`src/rtl/ssm_pkg.sv`:
```
package ssm_pkg;
  localparam logic [7:0] OFS_CTRL  = 8'h00;
  localparam logic [7:0] OFS_FRAME = 8'h04;
  localparam logic [7:0] OFS_CMD   = 8'h08;
  localparam logic [7:0] OFS_STAT  = 8'h0C;
  localparam logic [7:0] OFS_DIV   = 8'h10;
  localparam logic [7:0] OFS_RXD   = 8'h14;
  localparam logic [7:0] OFS_TXD   = 8'h18;
  localparam logic [7:0] OFS_FLAG  = 8'h1C;
  localparam logic [7:0] OFS_IEN   = 8'h20;

  localparam int CB_SYNC = 0;
  localparam int CB_CPOL = 8;
  localparam int CB_CPHA = 9;
  localparam int CB_MSBF = 10;

  localparam int KB_RXON  = 0;
  localparam int KB_RXOFF = 1;
  localparam int KB_TXON  = 2;
  localparam int KB_TXOFF = 3;
  localparam int KB_MSTON = 4;

  localparam int SB_TXON  = 1;
  localparam int SB_DONE  = 5;
  localparam int SB_FREE  = 6;
  localparam int SB_RXVAL = 7;

  localparam int IB_FREE  = 1;
  localparam int IB_RXVAL = 2;

  typedef struct packed {
    logic       cpol;
    logic       cpha;
    logic       msbf;
    logic [4:0] nbits;
  } frame_cfg_t;
endpackage

```
`src/rtl/ssm_fracdiv.sv`:
```
module ssm_fracdiv #(
  parameter int DIV_W  = 22,
  parameter int FRAC_W = 8
) (
  input  logic             clk,
  input  logic             rst,
  input  logic             run,
  input  logic [DIV_W-1:0] div,
  output logic             tick
);
  localparam int ACC_W = DIV_W + 2;
  localparam logic [ACC_W-1:0] UNIT = ACC_W'(1) << FRAC_W;

  logic [ACC_W-1:0] acc;
  logic [ACC_W-1:0] period;
  logic [ACC_W-1:0] nxt;

  assign period = ACC_W'(div) + UNIT;
  assign nxt    = acc + UNIT;

  always_ff @(posedge clk) begin
    if (rst || !run) begin
      acc  <= '0;
      tick <= 1'b0;
    end else if (nxt >= period) begin
      acc  <= nxt - period;
      tick <= 1'b1;
    end else begin
      acc  <= nxt;
      tick <= 1'b0;
    end
  end

  // remainder never reaches a whole half period while the divider is steady
  assert_acc_range_R6: assert property (@(posedge clk) disable iff (rst)
    (run && $past(run) && $stable(div)) |-> (acc < period));
endmodule

```
`src/rtl/ssm_shift.sv`:
```
module ssm_shift
  import ssm_pkg::*;
#(
  parameter int MAXB = 16
) (
  input  logic            clk,
  input  logic            rst,
  input  logic            start,
  input  logic [MAXB-1:0] tx_in,
  input  frame_cfg_t      cfg,
  input  logic            idle_pol,
  input  logic            tick,
  input  logic            miso,
  output logic            busy,
  output logic            done,
  output logic [MAXB-1:0] rx_word,
  output logic            sclk,
  output logic            mosi
);
  localparam int IW = $clog2(MAXB);
  localparam int BW = $clog2(MAXB + 1);
  localparam int KW = BW + 1;

  frame_cfg_t      cfg_q;
  logic [MAXB-1:0] txw;
  logic [KW-1:0]   k;
  logic [BW-1:0]   b;
  logic [KW-1:0]   last_k;
  logic [IW-1:0]   first_pos;

  assign last_k    = {cfg_q.nbits[BW-1:0], 1'b0} - KW'(1);
  assign first_pos = cfg.msbf ? IW'(cfg.nbits - 5'd1) : '0;

  function automatic logic [IW-1:0] pos(input logic [BW-1:0] bi);
    logic [BW-1:0] t;
    t = cfg_q.msbf ? (cfg_q.nbits[BW-1:0] - BW'(1) - bi) : bi;
    return t[IW-1:0];
  endfunction

  always_ff @(posedge clk) begin
    if (rst) begin
      busy    <= 1'b0;
      done    <= 1'b0;
      sclk    <= 1'b0;
      mosi    <= 1'b0;
      k       <= '0;
      b       <= '0;
      cfg_q   <= '0;
      txw     <= '0;
      rx_word <= '0;
    end else begin
      done <= 1'b0;
      if (!busy) begin
        sclk <= idle_pol;
        if (start) begin
          busy    <= 1'b1;
          cfg_q   <= cfg;
          txw     <= tx_in;
          k       <= '0;
          b       <= '0;
          rx_word <= '0;
          if (!cfg.cpha) mosi <= tx_in[first_pos];
        end
      end else if (tick) begin
        sclk <= ~sclk;
        k    <= k + KW'(1);
        if (!cfg_q.cpha) begin
          if (!k[0]) begin
            rx_word[pos(b)] <= miso;
          end else begin
            b <= b + BW'(1);
            if ((b + BW'(1)) < cfg_q.nbits[BW-1:0]) mosi <= txw[pos(b + BW'(1))];
          end
        end else begin
          if (!k[0]) begin
            mosi <= txw[pos(b)];
          end else begin
            rx_word[pos(b)] <= miso;
            b <= b + BW'(1);
          end
        end
        if (k == last_k) begin
          busy <= 1'b0;
          done <= 1'b1;
        end
      end
    end
  end

  // between frames the clock line follows the resting level
  assert_idle_level_R7: assert property (@(posedge clk) disable iff (rst)
    (!busy && $past(!busy)) |-> (sclk == $past(idle_pol)));
  // a completion pulse only follows a frame in progress
  assert_done_after_busy_R2: assert property (@(posedge clk) disable iff (rst)
    done |-> (!busy && $past(busy)));
endmodule

```
`src/rtl/sync_serial_master.sv`:
```
module sync_serial_master
  import ssm_pkg::*;
#(
  parameter int AW    = 8,
  parameter int DW    = 32,
  parameter int DIV_W = 22,
  parameter int FRACW = 8,
  parameter int FW    = 4,
  parameter int MINB  = 4,
  parameter int MAXB  = 16,
  parameter int RXW   = 9
) (
  input  logic          clk,
  input  logic          rst,
  input  logic          bus_sel,
  input  logic          bus_wr,
  input  logic          bus_rd,
  input  logic [AW-1:0] bus_addr,
  input  logic [DW-1:0] bus_wdata,
  output logic [DW-1:0] bus_rdata,
  output logic          irq,
  output logic          sclk,
  output logic          mosi,
  input  logic          miso
);
  localparam int LW = 5;

  logic ctl_sync, ctl_cpol, ctl_cpha, ctl_msbf;
  logic [FW-1:0]    frame_f;
  logic [DIV_W-1:0] div_q;
  logic rx_on, tx_on, mst_on;
  logic [MAXB-1:0] txbuf;
  logic            txbuf_v;
  logic [RXW-1:0]  rxbuf;
  logic            rx_v;
  logic            txc;
  logic [2:1]      ien;

  logic wr_en, rd_en, wr_tx, tx_take, rd_rx, start;
  logic busy, done, tick;
  logic [MAXB-1:0] rx_word;
  logic [LW-1:0] len_raw, nb;
  logic [2:1] flags;
  logic [DW-1:0] rd_mux;
  frame_cfg_t cfg;

  assign wr_en   = bus_sel & bus_wr;
  assign rd_en   = bus_sel & bus_rd;
  assign wr_tx   = wr_en && (bus_addr == AW'(OFS_TXD));
  assign tx_take = wr_tx && !txbuf_v;
  assign rd_rx   = rd_en && (bus_addr == AW'(OFS_RXD));
  assign start   = !busy && txbuf_v && tx_on && mst_on && ctl_sync;

  assign len_raw = LW'(frame_f) + LW'(3);
  always_comb begin
    if (len_raw < LW'(MINB))      nb = LW'(MINB);
    else if (len_raw > LW'(MAXB)) nb = LW'(MAXB);
    else                          nb = len_raw;
  end

  assign cfg   = '{cpol: ctl_cpol, cpha: ctl_cpha, msbf: ctl_msbf, nbits: nb};
  assign flags = {rx_v, !txbuf_v};

  always_ff @(posedge clk) begin
    if (rst) begin
      {ctl_sync, ctl_cpol, ctl_cpha, ctl_msbf} <= '0;
      frame_f <= '0;
      div_q   <= '0;
      {rx_on, tx_on, mst_on} <= '0;
      txbuf   <= '0;
      txbuf_v <= 1'b0;
      rxbuf   <= '0;
      rx_v    <= 1'b0;
      txc     <= 1'b0;
      ien     <= '0;
    end else begin
      if (wr_en) begin
        case (bus_addr)
          AW'(OFS_CTRL): begin
            ctl_sync <= bus_wdata[CB_SYNC];
            ctl_cpol <= bus_wdata[CB_CPOL];
            ctl_cpha <= bus_wdata[CB_CPHA];
            ctl_msbf <= bus_wdata[CB_MSBF];
          end
          AW'(OFS_FRAME): frame_f <= bus_wdata[FW-1:0];
          AW'(OFS_DIV):   div_q   <= bus_wdata[DIV_W-1:0];
          AW'(OFS_IEN):   ien     <= bus_wdata[2:1];
          AW'(OFS_CMD): begin
            if (bus_wdata[KB_RXON])  rx_on  <= 1'b1;
            if (bus_wdata[KB_RXOFF]) rx_on  <= 1'b0;
            if (bus_wdata[KB_TXON])  tx_on  <= 1'b1;
            if (bus_wdata[KB_TXOFF]) tx_on  <= 1'b0;
            if (bus_wdata[KB_MSTON]) mst_on <= 1'b1;
          end
          default: ;
        endcase
      end
      if (start) txbuf_v <= 1'b0;
      if (tx_take) begin
        txbuf   <= bus_wdata[MAXB-1:0];
        txbuf_v <= 1'b1;
      end
      if (tx_take)               txc <= 1'b0;
      else if (done && !txbuf_v) txc <= 1'b1;
      if (done && rx_on) begin
        rxbuf <= rx_word[RXW-1:0];
        rx_v  <= 1'b1;
      end else if (rd_rx) begin
        rx_v <= 1'b0;
      end
    end
  end

  always_comb begin
    rd_mux = '0;
    case (bus_addr)
      AW'(OFS_CTRL): begin
        rd_mux[CB_SYNC] = ctl_sync;
        rd_mux[CB_CPOL] = ctl_cpol;
        rd_mux[CB_CPHA] = ctl_cpha;
        rd_mux[CB_MSBF] = ctl_msbf;
      end
      AW'(OFS_FRAME): rd_mux[FW-1:0]    = frame_f;
      AW'(OFS_DIV):   rd_mux[DIV_W-1:0] = div_q;
      AW'(OFS_STAT): begin
        rd_mux[SB_TXON]  = tx_on;
        rd_mux[SB_DONE]  = txc;
        rd_mux[SB_FREE]  = !txbuf_v;
        rd_mux[SB_RXVAL] = rx_v;
      end
      AW'(OFS_RXD):  rd_mux[RXW-1:0] = rxbuf;
      AW'(OFS_FLAG): rd_mux[2:1]     = flags;
      AW'(OFS_IEN):  rd_mux[2:1]     = ien;
      default: ;
    endcase
  end

  always_ff @(posedge clk) begin
    if (rst) begin
      bus_rdata <= '0;
      irq       <= 1'b0;
    end else begin
      bus_rdata <= rd_en ? rd_mux : '0;
      irq       <= |(flags & ien);
    end
  end

  logic unused_bits;
  assign unused_bits = ^{bus_wdata[DW-1:DIV_W], rx_word[MAXB-1:RXW]};

  ssm_fracdiv #(.DIV_W(DIV_W), .FRAC_W(FRACW)) u_div (
    .clk(clk), .rst(rst), .run(busy), .div(div_q), .tick(tick));

  ssm_shift #(.MAXB(MAXB)) u_shift (
    .clk(clk), .rst(rst), .start(start), .tx_in(txbuf), .cfg(cfg),
    .idle_pol(ctl_cpol), .tick(tick), .miso(miso), .busy(busy),
    .done(done), .rx_word(rx_word), .sclk(sclk), .mosi(mosi));

  // a read of receive data with no frame landing clears the valid bit
  assert_pop_clears_R9: assert property (@(posedge clk) disable iff (rst)
    (rd_rx && !(done && rx_on)) |=> !rx_v);
  // a write into a full holding buffer leaves its contents alone
  assert_full_write_dropped_R13: assert property (@(posedge clk) disable iff (rst)
    (wr_tx && txbuf_v) |=> $stable(txbuf));
  // with every source masked the interrupt stays low
  assert_irq_masked_R12: assert property (@(posedge clk) disable iff (rst)
    (ien == 2'b00) |=> !irq);
  // with receive off a finished frame does not raise the valid bit
  assert_rx_off_R11: assert property (@(posedge clk) disable iff (rst)
    (done && !rx_on && !rx_v) |=> !rx_v);
endmodule

```
`config.mk`:
```
export PLATFORM = sky130hd
export DESIGN_NAME = sync_serial_master
export DESIGN_NICKNAME = d
export VERILOG_FILES = /design/src/rtl/ssm_pkg.sv /design/src/rtl/ssm_fracdiv.sv /design/src/rtl/ssm_shift.sv /design/src/rtl/sync_serial_master.sv
export SDC_FILE = /design/constraint.sdc
export NUM_CORES = 1
export LEC_CHECK = 0
export CORE_MARGIN = 4
export CORE_UTILIZATION = 25
export CTS_CLUSTER_SIZE = 25
export DETAILED_ROUTE_END_ITERATION = 12
export GPL_TIMING_DRIVEN = 0
export PLACE_DENSITY = 0.44
export RECOVER_POWER = 50
export SLEW_MARGIN = 5
export SYNTH_ARGS = -nofsm -noshare
export SYNTH_HDL_FRONTEND = slang
export SYNTH_SLANG_ARGS = --single-unit
```
`constraint.sdc`:
```
create_clock -name clk -period 5.93 [get_ports clk]
set_input_delay 0.8895 -clock clk [delete_from_list [all_inputs] [get_ports clk]]
set_output_delay 0.8895 -clock clk [all_outputs]
set_load 0.05 [all_outputs]
```
==> flow_summary.yaml <==
outcome:
  status: "complete, no violations"
grt:
  grt_pass1_vias: 7898
  track_usage_pct: 14.7
  gr-total-overflow: 0
  grt_pass1_wl_mm: 45.0
  antenna_found_initial: 0
  grt_start_max_net_pins: 17
cts:
  ctsResizeCount: 0
  cts_sinks: 158
  cts_root_buffer: "clkbuf_16"
  clockBufferDepth: 2
  path_clk_slew_ps: 70
  clk_latency_ps: 430
  holdBufCountCts: 0
  cts_tree: "yes"
  cts_setup_buffers: 0
  cts_made_buffers: 17
  htreeDepth: 4
synthesis:
  synth.top_cell.area_share_pct: 35.2
  synth_top_area_cell: "dfxtp_1"
  yosysUniqueCellTypes: 73
  postSynthCellCount: 1112
  yosysWarnings: 0
  async_reset_ff_share_pct: 0
  synthTopCellsByCount: "202 x nand2_1, 158 x dfxtp_1, 109 x a21oi_1, 93 x nor2_1, 51 x mux2i_1"
  synth.area.top_cells: "dfxtp_1 35%, nand2_1 8.4%, a21oi_1 6.1%"
  synth.avg_cell_area_um2: 8.09
  synth.ff_latch_count: 158
  syn_area_mm2: 0.00899
  synth_ff_type: "dfxtp_1"
  yosysMostFrequentCell: "nand2_1"
  yosysSeqAreaShare_pct: 35.2
  synth_edf_count: 0
route:
  m1WireLength_mm: 13.4
  drcViolationCount: 0
  dr_total_vias: 7872
  routed_via_density: 4.71
  dr_wl_met2_mm: 13.8
  ant_nets: 0
  wirelength_mm: 28.4
  top_layer: "met4"
  routedWlPerCell_um: 17.0
  wl_met3_um: 699
  drt_iter0_drc: 514
  dr.pass1.iters: 5
place:
  hpwl_mm: 22.1
  gp_congestion: 0.808
  place_ws_ps: 2280
  place_area_mm2: 0.0102
  numPortBuffers: 58
  dp.cells: 1640
critical_path:
  startpoint_type: "flip-flop"
  crit_type: "reg -> reg"
  worstPathRequired_ps: 6240
  crit_path_top_delay_cell: "dfxtp_1"
  path_delay_family: "simple AND/OR/NAND/NOR gates"
  max_stage_delay_ps: 550
  arrival_ps: 3790
  critPathCaptureType: "flip-flop"
  critPathMaxFanout: 10
  crit_buf_inv: 2
  cp_cell_sequence: "ha_1 -> nand3_1 -> nor2_1 -> xnor2_1 -> ha_1 -> clkbuf_1 -> and4_1 -> and2_1 -> nand3_1 -> nand2_1 -> a211oi_2 -> o21ai_4 -> buf_6 -> mux2i_1 -> nor2_1"
power_and_ir_drop:
  vdd_drop_max_mv: 0.207
  power_per_cell_area_mw_per_mm2: 211
  power_mw: 2.27
  p_leak_nw: 4.03
timing:
  tns_ps: 0
  slew_viol_final: 0
  whs_ps: 462
  hold_violations: 0
  setup_ws_ps: 2440
  worstMarginPinSlew_ps: 818
  fin_worst_skew_ps: 13.1
  period_needed_ps: 3490
  post-route-period-util_pct: 58.8
  rsz0062_at_grt: "false"
  setup-violations-final: 0
  relSlewSlack_pct: 45.1
  fmax_mhz: 287
finish:
  layout-drive-gt1-share_pct: 6.52
  antenna_cells: 0
  final_nets: 1287
  synthToLayoutAreaGrowth_pct: 19.7
  post-route-util_pct: 30.3
  multi_input_area_mm2: 0.00541
  regArea_mm2: 0.00316
  fillCellCount: 3886
  final_cells: 1672
  postLayoutCellArea_mm2: 0.0108
floorplan:
  fp-row-count: 69
  die_area_mm2: 0.0391
  die_w_um: 198
  start_util_pct: 25.3
  core-area_mm2: 0.0356
  dieHeight_um: 198
  ios: 81
flow_run:
  cap_violations: 0
min_path:
  hp-class: "reg -> reg"
-- metal layers --
metal,vias to the layer above,GRT usage [%]
li1,4035,-
met1,3696,19.2
met2,111,25.3
met3,30,2.03
met4,0,4.08
met5,-,0
-- path summary, 6_finish.rpt --
kind	from	to	slack, ps	cells past startpoint
setup / recovery	div_q[8]$_SDFFE_PP0P_	u_div.acc[16]$_SDFF_PP0_	2440	15
hold / removal	u_shift.rx_word[3]$_SDFFE_PP0P_	rxbuf[3]$_SDFFE_PP0P_	460	2
setup reg to reg	div_q[8]$_SDFFE_PP0P_	u_div.acc[16]$_SDFF_PP0_	2440	15
hold reg to reg	u_shift.rx_word[3]$_SDFFE_PP0P_	rxbuf[3]$_SDFFE_PP0P_	460	2
-- sequential cells by signal, indices dropped and copies added (netlist names), 2 cells and up --
name / cells
u_div.acc: 24
bus_rdata: 22
div_q: 22
txbuf: 16
u_shift.txw: 16
rxbuf: 9
u_shift.rx_word: 9
u_shift.cfg_q: 7
u_shift.k: 6
u_shift.b: 5
frame_f: 4
ien: 2
-- final cells by class --
class,count,share of cell area (%)
well taps,461,5.36
multi-input cells,861,50.3
repair buffers,58,5.39
flip-flops and latches,158,29.4
clock buffers,20,4.24
clock inverters,12,1.16
plain buffers,64,2.86
inverters,38,1.33
-- power by group --
group | internal, mW | switching [mW]
Sequential | 1.06 | 0.000327
Clock | 0.612 | 0.511
Combinational | 0.0312 | 0.0549
-- layout by cell type (no fill, tap or decap), drive strengths merged, types with 4 or more instances in the layout --
cell and n:
nor4 8, conb 10, o21bai 6, buf 20, a32o 7, and2 19
nor3 22, nand4 7, nor2 93, nand3 47, clkdlybuf4s50 32, a211oi 17
ha 40, nand2 202, dfxtp 158, a22oi 17, clkbuf 64, o21ai 33
a21o 9, inv 43, or3 4, o22ai 5, xnor2 39, o31ai 4
o21a 7, xor2 24, dlygate4sd3 26, mux2i 52, nor2b 8, nand2b 9
a21oi 111, clkinv 4, a222oi 4, and3 10, mux4 4
-- worst min-delay path: cells and delay by family (launching register included) --
| kind | cells | cell delay [ps] |
|---|---|---|
| and+or+nand+nor | 1 | 50 |
| AOI/OAI and AO/OA | 1 | 50 |
| DFF | 1 | 310 |
-- kinds of logic (layout without fill, tap and decap cells) --
kind of cell             after synthesis  after routing  synth area share, %
AO/OA/AOI/OAI                        246            246                 18.0
XOR/XNOR                              63             63                 6.30
adder cells (fa/ha/maj)               43             43                 6.23
buffers and inverters                102            192                 5.01
flip-flops                           158            158                 35.2
multiplexers                          58             58                 7.18
other                                  1             10               0.0417
AND/OR/NAND/NOR                      441            441                 22.1
(Power assumes the default switching activity.)
